File: src/rtl/ilv_ctl_pkg.sv
package ilv_ctl_pkg;

  typedef enum logic [2:0] {
    ST_IDLE = 3'd0,
    ST_LOAD = 3'd1,
    ST_RUN  = 3'd2,
    ST_LAST = 3'd3,
    ST_EMIT = 3'd4
  } ctl_state_e;

  // Frame length for a given number of interleaved blocks and rounds.
  function automatic int frame_len(input int slots, input int rounds);
    return slots * (rounds + 1);
  endfunction

  // Frame cycles that end a phase: input, run, last round, emit.
  function automatic int load_end(input int slots);
    return slots - 1;
  endfunction

  function automatic int run_end(input int slots, input int rounds);
    return frame_len(slots, rounds) - 2 * slots - 1;
  endfunction

  function automatic int last_end(input int slots, input int rounds);
    return frame_len(slots, rounds) - slots - 1;
  endfunction

endpackage

File: src/rtl/ilv_frame_counter.sv
module ilv_frame_counter #(
  parameter int FRAME_LEN = 33,
  parameter int CNT_W     = $clog2(FRAME_LEN)
) (
  input  logic             clk,
  input  logic             rst,
  input  logic             run,
  output logic [CNT_W-1:0] cnt
);
  localparam logic [CNT_W-1:0] LAST_CNT = CNT_W'(FRAME_LEN - 1);

  always_ff @(posedge clk) begin
    if (rst || !run)          cnt <= '0;
    else if (cnt == LAST_CNT) cnt <= '0;
    else                      cnt <= cnt + 1'b1;
  end
endmodule

File: src/rtl/ilv_phase_fsm.sv
module ilv_phase_fsm
  import ilv_ctl_pkg::*;
(
  input  logic       clk,
  input  logic       rst,
  input  logic       key_busy,
  input  logic       phase_end,
  output ctl_state_e state
);
  ctl_state_e nxt;

  always_comb begin
    nxt = state;
    unique case (state)
      ST_IDLE: nxt = key_busy  ? ST_IDLE : ST_LOAD;
      ST_LOAD: nxt = phase_end ? ST_RUN  : ST_LOAD;
      ST_RUN:  nxt = phase_end ? ST_LAST : ST_RUN;
      ST_LAST: nxt = phase_end ? ST_EMIT : ST_LAST;
      ST_EMIT: nxt = phase_end ? ST_LOAD : ST_EMIT;
      default: nxt = ST_IDLE;
    endcase
  end

  always_ff @(posedge clk) begin
    if (rst) state <= ST_IDLE;
    else     state <= nxt;
  end
endmodule

File: src/rtl/ilv_round_ctl.sv
module ilv_round_ctl
  import ilv_ctl_pkg::*;
#(
  parameter int NUM_SLOTS  = 3,
  parameter int NUM_ROUNDS = 10,
  parameter int RIDX_W     = $clog2(NUM_ROUNDS + 1)
) (
  input  logic              clk,
  input  logic              rst,
  input  logic              key_busy,
  output logic              din_en,
  output logic              out_valid,
  output logic              out_load,
  output logic              mix_bypass,
  output logic [RIDX_W-1:0] round_idx
);
  localparam int FRAME_LEN = frame_len(NUM_SLOTS, NUM_ROUNDS);
  localparam int CNT_W     = $clog2(FRAME_LEN);
  localparam logic [CNT_W-1:0] C_LOAD_END = CNT_W'(load_end(NUM_SLOTS));
  localparam logic [CNT_W-1:0] C_RUN_END  = CNT_W'(run_end(NUM_SLOTS, NUM_ROUNDS));
  localparam logic [CNT_W-1:0] C_LAST_END = CNT_W'(last_end(NUM_SLOTS, NUM_ROUNDS));
  localparam logic [CNT_W-1:0] C_EMIT_END = CNT_W'(FRAME_LEN - 1);

  ctl_state_e       fsm_state;
  logic [CNT_W-1:0] frame_cnt;
  logic             phase_end;
  logic             frame_active;

  assign frame_active = (fsm_state != ST_IDLE);

  // A single trigger bit, decoded from the counter, moves the state machine.
  assign phase_end = (frame_cnt == C_LOAD_END) || (frame_cnt == C_RUN_END) ||
                     (frame_cnt == C_LAST_END) || (frame_cnt == C_EMIT_END);

  ilv_frame_counter #(.FRAME_LEN(FRAME_LEN), .CNT_W(CNT_W)) u_cnt (
    .clk (clk),
    .rst (rst),
    .run (frame_active),
    .cnt (frame_cnt)
  );

  ilv_phase_fsm u_fsm (
    .clk       (clk),
    .rst       (rst),
    .key_busy  (key_busy),
    .phase_end (phase_end),
    .state     (fsm_state)
  );

  // Each round lasts one slot of NUM_SLOTS cycles, so the three blocks share a key.
  assign round_idx  = frame_active ? RIDX_W'(frame_cnt / CNT_W'(NUM_SLOTS)) : '0;
  assign din_en     = (fsm_state == ST_LOAD);
  assign mix_bypass = (fsm_state == ST_LAST);
  assign out_load   = (fsm_state == ST_LAST);
  assign out_valid  = (fsm_state == ST_EMIT);
endmodule

File: config.mk
export PLATFORM = sky130hd
export DESIGN_NAME = ilv_round_ctl
export DESIGN_NICKNAME = d
export VERILOG_FILES = /design/src/rtl/ilv_ctl_pkg.sv /design/src/rtl/ilv_frame_counter.sv /design/src/rtl/ilv_phase_fsm.sv /design/src/rtl/ilv_round_ctl.sv
export SDC_FILE = /design/constraint.sdc
export NUM_CORES = 1
export LEC_CHECK = 0
export ABC_AREA = 1
export BUFFER_PORTS_ARGS = -buffer_cell sky130_fd_sc_hd__buf_2
export CAP_MARGIN = 25
export CORE_MARGIN = 2
export CORE_UTILIZATION = 45
export DETAILED_ROUTE_END_ITERATION = 6
export PLACE_DENSITY = 0.63
export SYNTH_ARGS = -nofsm -noshare
export SYNTH_HDL_FRONTEND = slang
export SYNTH_SLANG_ARGS = --single-unit
File: constraint.sdc
create_clock -name clk -period 2.5 [get_ports clk]
set_input_delay 0.5 -clock clk [delete_from_list [all_inputs] [get_ports clk]]
set_output_delay 0.5 -clock clk [all_outputs]
set_load 0.01 [all_outputs]
==> impl_metrics.yaml <==
status:
  outcome: "complete, no violations"
sta:
  setup_tns_ps: 0
  fin_crit_ps: 2470
  holdWs_ps: 396
  finalHoldViolations: 0
  relSlewSlack_pct: 69.2
  skew_ps: 7.83
  slew_violations: 0
  worst-slew-pin-transition_ps: 460
  rsz0062_at_grt: "true"
  setup_viol: 0
  fmax_mhz: 404
  finalCritPeriodShare_pct: 98.9
critical_path:
  worstPathRequired_ps: 2000
  rrSetupSlack_ps: 920
  cp-end-kind: "output pin"
  critical_path_class: "reg -> out"
  cp.arrival_ps: 1970
  start_kind: "register"
  path_max_fanout: 4
global_routing:
  grt_max_degree: 7
  track_usage_pct: 17.1
  grt_overflow: 0
  grt_pass1_wl_microns: 2500
  antenna_found_initial: 0
  grt_pass1_vias: 622
clock_network:
  cts_max_path_buffers: 2
  numCtsBuffers: 3
  clkTransAtPathRegs_ps: 70
  cts_sinks: 9
  cts_max_level: 1
  cts_root_buf: "clkbuf_4"
  cts_tree: "done"
  clock_latency_ps: 270
power_and_ir_drop:
  p_per_area_nw_per_um2: 296
  p_leak_nw: 0.482
  peakVddDrop_mv: 0.182
placed_design:
  place_area_sq_um: 852
  hpwl_microns: 1220
  gp_congestion: 0.812
  port_buffers: 10
  place_inst: 146
route:
  drc: 0
  avgRoutedWirePerCell_microns: 10.7
  drtIter0Drc: 11
  routed_via_density: 4.92
  drtAntennaViolNets: 0
  firstDrtPassIters: 4
  vias: 767
  drt_wl_total_microns: 1670
finish:
  layout.core_utilization_pct: 63.1
  fin_cells: 156
  postLayoutCellArea_sq_um: 983
  n_fill_cell: 149
  diodes: 0
  nets: 149
  drive_above_1_share_pct: 39.3
  syn2layout_area_growth_pct: 27.6
synth:
  syn_inst: 118
  syn_area_sq_um: 771
  ys_warn_count: 0
  synth-seq-area-share_pct: 23.4
  synth-seq-cells: 9
  syn_nets: 126
  syn_area_per_cell_sq_um: 6.53
  synth.distinct_cells: 26
die:
  dieArea_sq_um: 2060
  num_io_pins: 11
  core_area_sq_um: 1560
  std_cell_rows: 14
  start_util_pct: 49.4
  fp.dieW_microns: 45.4
  die_height_microns: 45.4
job:
  drv_cap: 0
worst_hold_path:
  hp-class: "in -> reg"
## layer usage
layer	part of all wire, %	vias to the layer above	track usage, %
met3	3.8	5	3.57
met5	0	-	0
met2	48	13	28.5
met1	46	331	20.3
li1	-	418	-
met4	1.9	0	8.82
## critical path, stage by stage, from the launching register on
cell and delay [ps]:
dfxtp_4 380, inv_4 50, nand2_4 60, inv_2 40, nand2_2 70, nand2_4 60, o21ai_4 130, nand2_2 80
inv_2 70, ha_4 150, nand2_2 60, inv_2 60, nand3_1 50, nand2_1 60, inv_1 40, nand2_1 50
nand2_1 60, inv_2 50, a21oi_2 40, buf_2 150
## power breakdown
part           leakage, nW  switching [mW]  internal, mW
Sequential          0.0754         0.00329         0.143
Combinational        0.389          0.0168       0.00882
Clock               0.0177          0.0597        0.0592
## Yosys cell counts
cell	number	area (sq um)
o21ai_2	1	8.76
ha_1	5	62.6
nand2_4	2	22.5
nor2_2	1	6.26
nor3_1	3	15.0
inv_2	6	22.5
a21oi_2	2	17.5
a21oi_1	7	35.0
nand4_1	4	25.0
nand2_1	24	90.1
a211oi_1	1	7.51
nand3_2	3	30.0
inv_4	1	6.26
buf_4	1	7.51
inv_1	20	75.1
dfxtp_1	9	180
xor2_1	1	8.76
nand3_1	8	40.0
o21ai_0	3	15.0
nand2_2	4	25.0
o21ai_1	1	5.00
o211ai_1	1	7.51
buf_6	1	11.3
nor2_4	1	11.3
nor2_1	7	26.3
xnor2_1	1	8.76
## placed cells by master (no fill, tap or decap)
| cell type | synthesis | layout |
|---|---|---|
| nand2_1 | 24 | 21 |
| a21oi_2 | 2 | 2 |
| nand2_2 | 4 | 5 |
| dfxtp_4 | 0 | 3 |
| o211ai_1 | 1 | 1 |
| nor2_1 | 7 | 7 |
| nor3_1 | 3 | 3 |
| nor2_4 | 1 | 1 |
| inv_2 | 6 | 6 |
| xnor2_1 | 1 | 1 |
| buf_4 | 1 | 10 |
| inv_1 | 20 | 18 |
| ha_4 | 0 | 1 |
| nand2_4 | 2 | 4 |
| nand3_1 | 8 | 7 |
| buf_2 | 0 | 10 |
| o21ai_4 | 0 | 1 |
| a21oi_1 | 7 | 7 |
| dfxtp_1 | 9 | 6 |
| nand4_1 | 4 | 4 |
| inv_4 | 1 | 3 |
| ha_1 | 5 | 4 |
| o21ai_1 | 1 | 1 |
| clkinv_2 | 0 | 1 |
| o21ai_0 | 3 | 3 |
| nor2_2 | 1 | 1 |
| xor2_1 | 1 | 1 |
| nand3_2 | 3 | 4 |
| a211oi_1 | 1 | 1 |
| clkbuf_4 | 0 | 3 |
## what timing repair did
action	4_1_cts	5_1_grt
pin swaps	7	4
setup endpoints to repair	1	1
setup buffers	5	1
gates resized for setup	11	8
hold buffers	0	0
## worst paths after layout
| kind | end | from | cells after the start |
|---|---|---|---|
| max | round_idx[0] | u_cnt.cnt[4] | 19 |
| min | u_fsm.state[2] | rst | 2 |
| max reg2reg | u_fsm.state[0] | u_cnt.cnt[1] | 7 |
| min reg2reg | u_cnt.cnt[0] | u_cnt.cnt[0] | 1 |
## cell type report
class | count | area [sq um] | area share (%)
well taps | 16 | 20.0 | 2.04
repair buffers | 20 | 125 | 12.7
multi-input cells | 80 | 510 | 51.9
inverters | 27 | 109 | 11.1
clock inverters | 1 | 5.00 | 0.509
flip-flops and latches | 9 | 191 | 19.5
clock buffers | 3 | 22.5 | 2.29
## registers in the layout, summed over array words and instances (netlist names)
signal / flops
u_cnt.cnt: 6
u_fsm.state: 3
## kinds of logic after synthesis
logic type | Yosys count | synth area share [%]
and+or+nand+nor | 57 | 37.8
DFF | 9 | 23.4
adders and majority gates | 5 | 8.12
xor gates and xnor gates | 2 | 2.27
AOI/OAI and AO/OA | 16 | 12.5
buffers and inverters | 29 | 15.9
## metrics by stage
stage	setup WS, ps	total power, mW
5_1_grt	-110	0.305
6_report	26.5	0.291
2_1_floorplan	314	0.170
3_5_place_dp	70.1	0.179
3_3_place_gp	101	0.178
4_1_cts	1.94	0.294
Note: power is estimated with default switching activity, not from simulation.
